===== src/rtl/gpio_mask_pkg.sv =====
package gpio_mask_pkg;
  localparam int unsigned BUS_W = 32;
  localparam logic [11:0] OFS_DIR    = 12'h400;
  localparam logic [11:0] OFS_PULLDN = 12'h514;
  localparam logic [11:0] OFS_LOCK   = 12'h520;
  localparam logic [11:0] OFS_COMMIT = 12'h524;
  localparam logic [31:0] UNLOCK_KEY = 32'h4C4F434B;

  typedef enum logic [2:0] {
    SEL_NONE,
    SEL_DATA,
    SEL_DIR,
    SEL_PULLDN,
    SEL_LOCK,
    SEL_COMMIT
  } reg_sel_e;
endpackage


===== src/rtl/gpio_mask_sync.sv =====
module gpio_mask_sync #(
  parameter int unsigned PINS = 8
) (
  input  logic            clk,
  input  logic            rst,
  input  logic [PINS-1:0] async_i,
  output logic [PINS-1:0] sync_o
);
  logic [PINS-1:0] stage1_q;
  logic [PINS-1:0] stage2_q;

  for (genvar i = 0; i < PINS; i++) begin : g_bit
    always_ff @(posedge clk) begin
      if (rst) begin
        stage1_q[i] <= 1'b0;
        stage2_q[i] <= 1'b0;
      end else begin
        stage1_q[i] <= async_i[i];
        stage2_q[i] <= stage1_q[i];
      end
    end
  end

  assign sync_o = stage2_q;

  // the synchronized value lags the input by exactly two edges
  a_r4_two_flop_lag: assert property (@(posedge clk) disable iff (rst)
    !$past(rst, 2) |-> (sync_o == $past(async_i, 2)));
endmodule


===== src/rtl/gpio_mask_cfg.sv =====
module gpio_mask_cfg
  import gpio_mask_pkg::*;
#(
  parameter int unsigned PINS = 8
) (
  input  logic             clk,
  input  logic             rst,
  input  logic             wr_dir,
  input  logic             wr_pulldn,
  input  logic             wr_lock,
  input  logic             wr_commit,
  input  logic [BUS_W-1:0] wdata,
  output logic [PINS-1:0]  dir_o,
  output logic [PINS-1:0]  pulldn_o,
  output logic             locked_o,
  output logic [PINS-1:0]  commit_o
);
  logic [PINS-1:0] dir_q;
  logic [PINS-1:0] pulldn_q;
  logic [PINS-1:0] commit_q;
  logic            locked_q;
  logic [PINS-1:0] wpins;

  assign wpins = wdata[PINS-1:0];

  always_ff @(posedge clk) begin
    if (rst) begin
      dir_q    <= '0;
      pulldn_q <= '0;
      commit_q <= '1;
      locked_q <= 1'b1;
    end else begin
      if (wr_dir)
        dir_q <= (dir_q & ~commit_q) | (wpins & commit_q);
      if (wr_pulldn)
        pulldn_q <= (pulldn_q & ~commit_q) | (wpins & commit_q);
      if (wr_lock)
        locked_q <= (wdata != UNLOCK_KEY);
      if (wr_commit && !locked_q)
        commit_q <= wpins;
    end
  end

  assign dir_o    = dir_q;
  assign pulldn_o = pulldn_q;
  assign locked_o = locked_q;
  assign commit_o = commit_q;

  // commit cannot move while locked
  a_r8_commit_locked: assert property (@(posedge clk) disable iff (rst)
    (wr_commit && locked_q) |=> $stable(commit_q));
  // uncommitted direction bits hold
  a_r8_dir_gated: assert property (@(posedge clk) disable iff (rst)
    wr_dir |=> (((dir_q ^ $past(dir_q)) & ~$past(commit_q)) == '0));
  // uncommitted pull-down bits hold
  a_r8_pulldn_gated: assert property (@(posedge clk) disable iff (rst)
    wr_pulldn |=> (((pulldn_q ^ $past(pulldn_q)) & ~$past(commit_q)) == '0));
  // the key unlocks
  a_r7_key_unlocks: assert property (@(posedge clk) disable iff (rst)
    (wr_lock && wdata == UNLOCK_KEY) |=> !locked_q);
  // other values relock
  a_r7_other_locks: assert property (@(posedge clk) disable iff (rst)
    (wr_lock && wdata != UNLOCK_KEY) |=> locked_q);
endmodule


===== src/rtl/gpio_mask_data.sv =====
module gpio_mask_data #(
  parameter int unsigned PINS = 8
) (
  input  logic            clk,
  input  logic            rst,
  input  logic            wr_en,
  input  logic [PINS-1:0] mask,
  input  logic [PINS-1:0] wpins,
  output logic [PINS-1:0] out_o
);
  logic [PINS-1:0] out_q;

  for (genvar i = 0; i < PINS; i++) begin : g_latch
    always_ff @(posedge clk) begin
      if (rst)
        out_q[i] <= 1'b0;
      else if (wr_en && mask[i])
        out_q[i] <= wpins[i];
    end
  end

  assign out_o = out_q;

  // unmasked latches keep their value across a data write
  a_r1_unmasked_hold: assert property (@(posedge clk) disable iff (rst)
    wr_en |=> (((out_q ^ $past(out_q)) & ~$past(mask)) == '0));
  // masked latches take the written value
  a_r1_masked_load: assert property (@(posedge clk) disable iff (rst)
    wr_en |=> ((out_q & $past(mask)) == ($past(wpins) & $past(mask))));
endmodule


===== src/rtl/gpio_mask_port.sv =====
module gpio_mask_port
  import gpio_mask_pkg::*;
#(
  parameter int unsigned ADDR_W = 12,
  parameter int unsigned PINS   = 8
) (
  input  logic              clk,
  input  logic              rst,
  input  logic              bus_en,
  input  logic              bus_we,
  input  logic [ADDR_W-1:0] bus_addr,
  input  logic [BUS_W-1:0]  bus_wdata,
  output logic [BUS_W-1:0]  bus_rdata,
  output logic              bus_ready,
  input  logic [PINS-1:0]   pad_in,
  input  logic [PINS-1:0]   pad_ext_en,
  output logic [PINS-1:0]   pad_out,
  output logic [PINS-1:0]   pad_oe
);
  localparam int unsigned MASK_LO = 2;
  localparam int unsigned MASK_HI = MASK_LO + PINS - 1;
  localparam int unsigned WIN_TOP = MASK_HI + 1;

  reg_sel_e        sel;
  logic [PINS-1:0] mask;
  logic [PINS-1:0] dir, pulldn, commit, out_latch;
  logic [PINS-1:0] pin_raw, pin_sync, data_rd;
  logic            locked;
  logic [BUS_W-1:0] rd_next;
  logic            wr_req, rd_data_req;
  logic [1:0]      unused_lsb;

  assign unused_lsb = bus_addr[1:0];
  assign mask       = bus_addr[MASK_HI:MASK_LO];

  function automatic logic hit(input logic [ADDR_W-1:0] a, input logic [11:0] ofs);
    return a[ADDR_W-1:2] == ADDR_W'(ofs) >> 2;
  endfunction

  always_comb begin
    sel = SEL_NONE;
    if (bus_addr[ADDR_W-1:WIN_TOP] == '0) sel = SEL_DATA;
    else if (hit(bus_addr, OFS_DIR))      sel = SEL_DIR;
    else if (hit(bus_addr, OFS_PULLDN))   sel = SEL_PULLDN;
    else if (hit(bus_addr, OFS_LOCK))     sel = SEL_LOCK;
    else if (hit(bus_addr, OFS_COMMIT))   sel = SEL_COMMIT;
  end

  assign wr_req      = bus_en && bus_we;
  assign rd_data_req = bus_en && !bus_we && (sel == SEL_DATA);

  gpio_mask_cfg #(.PINS(PINS)) cfg_i (
    .clk       (clk),
    .rst       (rst),
    .wr_dir    (wr_req && sel == SEL_DIR),
    .wr_pulldn (wr_req && sel == SEL_PULLDN),
    .wr_lock   (wr_req && sel == SEL_LOCK),
    .wr_commit (wr_req && sel == SEL_COMMIT),
    .wdata     (bus_wdata),
    .dir_o     (dir),
    .pulldn_o  (pulldn),
    .locked_o  (locked),
    .commit_o  (commit)
  );

  gpio_mask_data #(.PINS(PINS)) data_i (
    .clk   (clk),
    .rst   (rst),
    .wr_en (wr_req && sel == SEL_DATA),
    .mask  (mask),
    .wpins (bus_wdata[PINS-1:0]),
    .out_o (out_latch)
  );

  for (genvar i = 0; i < PINS; i++) begin : g_pad
    assign pin_raw[i] = pad_ext_en[i] ? pad_in[i] : (pulldn[i] ? 1'b0 : pad_in[i]);
  end

  gpio_mask_sync #(.PINS(PINS)) sync_i (
    .clk    (clk),
    .rst    (rst),
    .async_i(pin_raw),
    .sync_o (pin_sync)
  );

  assign data_rd = ((out_latch & dir) | (pin_sync & ~dir)) & mask;

  always_comb begin
    rd_next = '0;
    case (sel)
      SEL_DATA:   rd_next[PINS-1:0] = data_rd;
      SEL_DIR:    rd_next[PINS-1:0] = dir;
      SEL_PULLDN: rd_next[PINS-1:0] = pulldn;
      SEL_LOCK:   rd_next[0]        = locked;
      SEL_COMMIT: rd_next[PINS-1:0] = commit;
      default:    rd_next = '0;
    endcase
  end

  always_ff @(posedge clk) begin
    if (rst) begin
      bus_ready <= 1'b0;
      bus_rdata <= '0;
    end else begin
      bus_ready <= bus_en;
      bus_rdata <= (bus_en && !bus_we) ? rd_next : '0;
    end
  end

  assign pad_out = out_latch;
  assign pad_oe  = dir;

  // unselected data bits read zero
  a_r3_mask_zero: assert property (@(posedge clk) disable iff (rst)
    rd_data_req |=> (((bus_rdata[PINS-1:0] & ~$past(mask)) == '0) &&
                     (bus_rdata[BUS_W-1:PINS] == '0)));
  // every request is answered on the next cycle
  a_r10_ready_follows: assert property (@(posedge clk) disable iff (rst)
    bus_en |=> bus_ready);
  // no answer without a request
  a_r10_no_spurious: assert property (@(posedge clk) disable iff (rst)
    !bus_en |=> !bus_ready);
endmodule


===== config.mk =====
export PLATFORM = sky130hd
export DESIGN_NAME = gpio_mask_port
export DESIGN_NICKNAME = d
export VERILOG_FILES = /design/src/rtl/gpio_mask_pkg.sv /design/src/rtl/gpio_mask_sync.sv /design/src/rtl/gpio_mask_cfg.sv /design/src/rtl/gpio_mask_data.sv /design/src/rtl/gpio_mask_port.sv
export SDC_FILE = /design/constraint.sdc
export NUM_CORES = 1
export LEC_CHECK = 0
export ABC_CLOCK_PERIOD_IN_PS = 2600
export BUFFER_PORTS_ARGS = -buffer_cell sky130_fd_sc_hd__buf_2
export CAP_MARGIN = 15
export CELL_PAD_IN_SITES_DETAIL_PLACEMENT = 0
export CELL_PAD_IN_SITES_GLOBAL_PLACEMENT = 1
export CORE_ASPECT_RATIO = 1.2
export CORE_UTILIZATION = 35
export DETAILED_ROUTE_END_ITERATION = 8
export GPL_TIMING_DRIVEN = 0
export PLACE_DENSITY = 0.87
export SKIP_CTS_REPAIR_TIMING = 1
export SYNTH_ARGS = -nofsm -noshare
export SYNTH_HDL_FRONTEND = slang
export SYNTH_SLANG_ARGS = --single-unit

===== constraint.sdc =====
create_clock -name clk -period 2.6 [get_ports clk]
set_clock_uncertainty 0.2 [all_clocks]
set_input_delay 0.65 -clock clk [delete_from_list [all_inputs] [get_ports clk]]
set_output_delay 0.65 -clock clk [all_outputs]
set_load 0.02 [all_outputs]

## Word-level counts from Yosys, hierarchy flattened

Cells that the tools add are included.

| storage, ports and cells | value |
|---|---|
| memories | 0 |
| input port bits | 64 |
| ROM bits | 0 |
| flip-flop bits (word level) | 82 |
| bits in writable memories | 0 |
| latch bits | 0 |

| operators by class | value |
|---|---|
| equal/unequal tests | 10 |
| order comparisons | 0 |
| mux-type cells | 23 |
| bitwise gates (word level) | 12 |
| div/mod/pow operators | 0 |
| $mul | 0 |
| shift operators | 0 |
| $add $sub $neg | 0 |
| reduce and logical (&&, ||, !) cells | 20 |

Operator list:

| operator | count |
|---|---|
| AND 8 bit | 6 |
| equality test 10 x 9 -> 1 bit, second input constant | 4 |
| != test 32 x 31 -> 1 bit, second input constant | 1 |
| one-hot mux 7 bit (4 select lines) | 1 |
| OR 8 bit | 3 |
| logical AND 1 bit | 16 |
| 2-to-1 mux 1 bit | 16 |
| NOT 8 bit | 2 |
| 2-to-1 mux 3 bit | 5 |
| equality test 3 x 2 -> 1 bit, second input constant | 2 |
| equality test 3 bit, second input constant | 2 |
| one-hot mux 1 bit (5 select lines) | 1 |
| equality test 3 x 1 -> 1 bit, second input constant | 1 |
| logical NOT 1 bit | 2 |
| logical NOT 2 bit | 1 |
| OR reduction 2 bit | 1 |
| NOT 1 bit | 1 |

## Logic depth before layout (Yosys ltp)

Gate-level depths: netlist of run 1.

| depth | value |
|---|---|
| depth in word-level cells | 9 |
| depth in mapped cells | 6 |
| depth with buffers taken out | 4 |

## Cells and area by module

From an unflattened synthesis of run 1, not the netlist that was laid out.

| unflattened totals | value |
|---|---|
| cell total of the unflattened synthesis | 323 |
| area, all modules | 2826.5 µm² |

Modules (own cells, without submodules):

| module | seq. area each (µm²) | area each (µm²) | instances | cells each |
|---|---|---|---|---|
| gpio_mask_cfg | 500.5 | 1052.3 | 1 | 137 |
| gpio_mask_port | 180.2 | 963.4 | 1 | 118 |
| gpio_mask_sync | 320.3 | 464.2 | 1 | 33 |
| gpio_mask_data | 160.2 | 346.6 | 1 | 35 |

## Worst setup path after synthesis of run 1

OpenSTA, ideal clock, no wires.

| timing | value |
|---|---|
| path type | input-to-reg |
| start point | input bus_addr[2] |
| end point | register (tool-made name) |
| cell stages on the path | 6 |
| buffers on the path | 2 |
| slack | 252 ps |
| data arrival time | 2019 ps |
| setup time | 128 ps |
| path through | buf_4 or4_4 nor4_4 buf_6 a21bo_2 a21oi_1 |

RTL lines:

| item | line | source |
|---|---|---|
| from (decl) | gpio_mask_port.sv:11 | `input logic [ADDR_W-1:0] bus_addr,` |

==> results_dict.tcl, run 1 <==
set metrics [dict create \
    crit_arrival_ns 2.51 \
    placed_area_um2 3490 \
    cts_made_buffers 9 \
    clkTransAtPathRegs_ns 0.07 \
    yosys_warnings 0 \
    seqCellArea_um2 1160 \
    fp.dieW_um 84.6 \
    yosys.area.top_type "dfxtp_1" \
    cts_root_buffer "clkbuf_8" \
    htreeDepth 3 \
    gr-total-overflow 0 \
    start_kind "input pin" \
    async_reset_ff_frac 0 \
    final_cells 530 \
    yosysSeqAreaShare 0.405 \
    stdcell_area_um2 3700 \
    grt_usage 0.209 \
    finalSetupViolations 0 \
    placed_cells 514 \
    p_per_area_nw_per_um2 538 \
    avgSynthCellArea_um2 9.13 \
    critical_path_class "input pin to flop" \
    multiInputGateArea_um2 1500 \
    first_pass_iters 8 \
    clockBufferDepth 2 \
    cts_tree "yes" \
    nFillCells 799 \
    synth_top_flop_cell "dfxtp_1" \
    violations "design-rule violations" \
    finalNetCount 497 \
    area_delta_synth_final_pct 29.0 \
    hold_path_class "flop to flop" \
    routed_wl_mm 8.43 \
    synth_cell_types 41 \
    antenna_found_initial 0 \
    min_period_ns 2.43 \
    drv_slew 0 \
    portBuffers 85 \
    max_freq_ghz 0.411 \
    relSlewSlack 0.468 \
    status "finished, violations left" \
    vias 2708 \
    place_congestion 0.886 \
    worstSkewPairLatency_ns 0.34 \
    wire_per_inst_um 15.9 \
    final_cell_mix "buf_2 (86), dfxtp_1 (58), nand2_1 (28), buf_4 (27), conb_1 (24)" \
    fin_util 0.474 \
    final_common_cell "buf_2" \
    power_leakage_uw 0.00162 \
    first_global_vias 2598 \
    synth_area_leaders "dfxtp_1 (41%), buf_4 (7.1%), nor2b_1 (4.1%)" \
    critPathMaxFanout 10 \
    start_util 0.368 \
    clock_sinks 58 \
    drive_above_1_share 0.349 \
    via_per_inst 5.11 \
    num_antenna_cells 0 \
    cap_violations 0 \
    grt_pass1_wl_mm 13.3 \
    syn_area_um2 2870 \
    synth-edff-count 0 \
    worstSetupEndpointType "flop" \
    drtAntennaViolNets 0 \
    finalPower_uw 1990 \
    drc_errors 3 \
    dp_hpwl_mm 5.97 \
    hold_viol 0 \
    worst_slew_pin_slew_ns 0.795 \
    synth-seq-cells 58 \
    rows 35 \
    grt_max_degree 11 \
    required_ns 2.68 \
    post-route-period-util 0.936 \
    ir_drop_mv 0.338 \
    chipHeight_um 101 \
    io_pins 113 \
    drtIter0Drc 130 \
    rsz0062_at_grt "no" \
    core_um2 7790 \
    whs_ns 0.235 \
    netlist_instances 314 \
    synth_top_area_frac 0.405 \
    die_area_um2 8560 \
]
-- worst paths after layout --
kind,endpoint,from,slack [ns],cells past startpoint
max,flop,bus_addr[6],0.17,6
min reg2reg,sync_i.sync_o[2]$_SDFF_PP0_,sync_i.stage1_q[2]$_SDFF_PP0_,0.24,1
min,sync_i.sync_o[2]$_SDFF_PP0_,sync_i.stage1_q[2]$_SDFF_PP0_,0.24,1
max reg2reg,cfg_i.commit_o[5]$_SDFFE_PP1P_,cfg_i.locked_o$_SDFFE_PP1P_,0.62,4
-- kinds of logic after synthesis --
logic type,count (synthesis),share of synthesized area
flops,58,0.405
mux,18,0.0663
simple gates,135,0.286
compound gates,54,0.138
buf+inv,48,0.103
other cells,1,0.00131
-- through the flow --
stage	TNS (ns)	setup slack, ns
finish	0	0.167
global route	0	0.0802
CTS	0	0.199
detailed placement	-1.08	-0.155
global placement	-1.05	-0.142
floorplan	0	0.252
-- critical path, stage by stage --
cell and delay (ns):
buf_2 0.13, or4_4 0.59, nor3_4 0.37, buf_2 0.33, and4_1 0.25, mux2i_1 0.18
-- where the power goes --
group / switching [µW] / internal (µW)
Clock: 368 / 489
Combinational: 130 / 95.2
Sequential: 3.35 / 902
Total: 502 / 1490
-- Yosys cell counts, types with 2 or more instances --
library cell  number
nor3_1             2
a211o_1            8
inv_1              8
a21oi_1           23
buf_4             27
nor2b_1           19
nand3_1           19
nor3b_1            8
nor4bb_1           2
nand2_1           28
clkbuf_1           9
or4_4              2
mux2_2             8
nor2_1            11
a21bo_2            8
a22o_1             7
nand4_1            2
and4_1             9
nand2b_1          17
nor4_1             3
or4b_2             2
a32oi_1            7
mux2i_1           10
dfxtp_1           58
-- per-layer routing --
layer  share of wire  GRT usage
met1            0.42      0.248
met2            0.50      0.365
met3           0.062     0.0416
met4           0.019     0.0939
met5               0          0
-- area by class of cell --
cell class	count	share of cell area
multi-input combinational	231	0.405
timing repair buffer	85	0.115
clock inverter	5	0.0142
buffer	40	0.0717
inverter	8	0.00812
tap	92	0.0311
clock buffer	11	0.0409
sequential	58	0.314
Note: power is estimated with default switching activity, not from simulation.
==> run 2: changes to the inputs <==
- PLACE_DENSITY: 0.87 -> 0.91
- SYNTH_HIERARCHICAL: not set -> 1
==> run 2 against run 1 <==
Effect of this change: global-route usage is 2.0 points lower; the run still ends with design-rule violations left; sequential power about the same; critical path type unchanged; register-to-register slack better by 0.58 ns; utilization increased by 1.4 points; fmax is 2.0% lower.
==> results_dict.tcl, run 2 <==
set metrics [dict create \
    required_ns 2.62 \
    wire_per_inst_um 14.5 \
    wl_met1_mm 3.24 \
    core_um2 7750 \
    async_reset_ff_frac 0 \
    finalSetupViolations 0 \
    gr-total-overflow 0 \
    cap_violations 0 \
    cts_tree "yes" \
    area_delta_synth_final_pct 34.0 \
    critical_path_class "input pin to flop" \
    syn_area_um2 2830 \
    yosys.area.top_type "dfxtp_1" \
    io_pins 113 \
    ir_drop_mv 0.293 \
    synth_top_flop_cell "dfxtp_1" \
    num_antenna_cells 0 \
    drtAntennaViolNets 0 \
    status "finished, violations left" \
    whs_ns 0.240 \
    worstSetupEndpointType "flop" \
    die_area_um2 8440 \
    avgSynthCellArea_um2 8.75 \
    clkTransAtPathRegs_ns 0.07 \
    final_common_cell "buf_2" \
    whs_path_depth 1 \
    yosysMostFrequentCell "dfxtp_1" \
    antenna_found_initial 0 \
    clockBufferDepth 2 \
    cts_root_buffer "clkbuf_8" \
    routed_wl_mm 7.88 \
    hold_path_class "flop to flop" \
    first_pass_iters 6 \
    synth_top_area_frac 0.411 \
    chipHeight_um 100 \
    crit_arrival_ns 2.50 \
    rows 35 \
    placed_cells 524 \
    worst-r2r-cell-count 3 \
    top_layer "met4" \
    portBuffers 86 \
    start_kind "input pin" \
    synth_area_leaders "dfxtp_1 (41%), nand2_1 (6.6%), buf_4 (6.4%)" \
    synth_common_cells "dfxtp_1 (58), nand2_1 (50), a21oi_1 (32)" \
    fp.dieW_um 84.0 \
    yosys_warnings 6 \
    yosysSeqAreaShare 0.411 \
    fin_util 0.488 \
    post-route-period-util 0.955 \
    hold_viol 0 \
    drtIter0Drc 245 \
    synth-seq-cells 58 \
    grt_usage 0.189 \
    clock_sinks 58 \
    vias 2660 \
    final_cells 544 \
    grt_pass1_wl_mm 12.0 \
    htreeDepth 3 \
    synth_cell_types 47 \
    cts_made_buffers 9 \
    violations "design-rule violations" \
    relSlewSlack 0.468 \
    netlist_instances 323 \
    drive_above_1_share 0.385 \
    start_util 0.365 \
    drv_slew 0 \
    dp_hpwl_mm 5.65 \
    synth-edff-count 0 \
    p_per_area_nw_per_um2 570 \
    met3_length_um 582 \
    via_per_inst 4.89 \
    critPathMaxFanout 8 \
    drc_errors 12 \
    min_period_ns 2.48 \
    worst_slew_pin_slew_ns 0.797 \
    power_leakage_uw 0.00170 \
    final_cell_mix "buf_2 (87), dfxtp_1 (58), nand2_1 (50), a21oi_1 (32), buf_4 (31)" \
    worstSkewPairLatency_ns 0.34 \
    rsz0062_at_grt "no" \
    first_global_vias 2434 \
    finalNetCount 511 \
    met2_length_mm 3.90 \
    grt_max_degree 18 \
    max_freq_ghz 0.403 \
    place_congestion 0.883 \
]
==> run 2: cell types whose count changed in the layout (fill, tap and decap cells not counted), sizes merged, moves of 9 or more <==
| cell | previous run | this run |
|---|---|---|
| a21oi | 23 | 32 |
| nand2 | 28 | 50 |
| nand2b | 17 | 3 |
| nor2 | 11 | 2 |
| nand3b | 1 | 10 |
==> run 2: critical path, cell delays in order <==
cell and delay (ns):
buf_2 0.14, or4b_4 0.60, o32ai_2 0.36, nor4b_4 0.26
nand2b_1 0.08, clkbuf_1 0.21, nand2_1 0.12, nand3b_1 0.08
==> run 2: final cells by class <==
cell class | count | area [µm²]
Buffer | 37 | 267
Clock buffer | 11 | 151
Clock inverter | 5 | 100
Fill cell | 779 | 3970
Inverter | 10 | 37.5
Multi-Input combinational cell | 239 | 1480
Sequential cell | 58 | 1160
Tap cell | 92 | 115
Timing Repair Buffer | 92 | 475
==> run 2: path summary, 6_finish.rpt <==
check             slack, ns                           from                        endpoint
setup / recovery       0.12                    bus_addr[6]  cfg_i/commit_o[5]$_SDFFE_PP1P_
hold / removal         0.24  sync_i/stage1_q[1]$_SDFF_PP0_     sync_i/sync_o[1]$_SDFF_PP0_
setup reg to reg       1.20    cfg_i/locked_o$_SDFFE_PP1P_         bus_rdata[0]$_SDFF_PP0_
hold reg to reg        0.24  sync_i/stage1_q[1]$_SDFF_PP0_     sync_i/sync_o[1]$_SDFF_PP0_
==> run 2: layer usage <==
metal	vias up	global-route usage
met3	15	0.0493
met1	1204	0.224
li1	1334	-
met5	-	0
met4	0	0.0796
met2	107	0.323
==> run 2: power by group <==
group          internal [µW]  total, µW  switching (µW)
Sequential               902        906            3.60
Clock                    685       1040             358
Combinational           94.5        210             116
==> run 2: kinds of logic after synthesis <==
family,share of synthesized area
AO/OA/AOI/OAI,0.162
XOR/XNOR,0.00310
buffers and inverters,0.107
flip-flops,0.411
multiplexers,0.0310
other,0.00133
AND/OR/NAND/NOR,0.285
==> run 2: stage by stage <==
stage | area (µm²) | TNS, ns | setup slack, ns | power (µW)
after floorplan | 2910 | 0 | 0.000415 | 1050
after global placement | 3460 | -12.43 | -0.538 | 1130
after detailed placement | 3460 | -12.86 | -0.574 | 1130
after CTS | 3710 | -3.30 | -0.224 | 2170
after global routing | 3790 | 0 | 0.0114 | 2230
final | 3790 | 0 | 0.118 | 2160
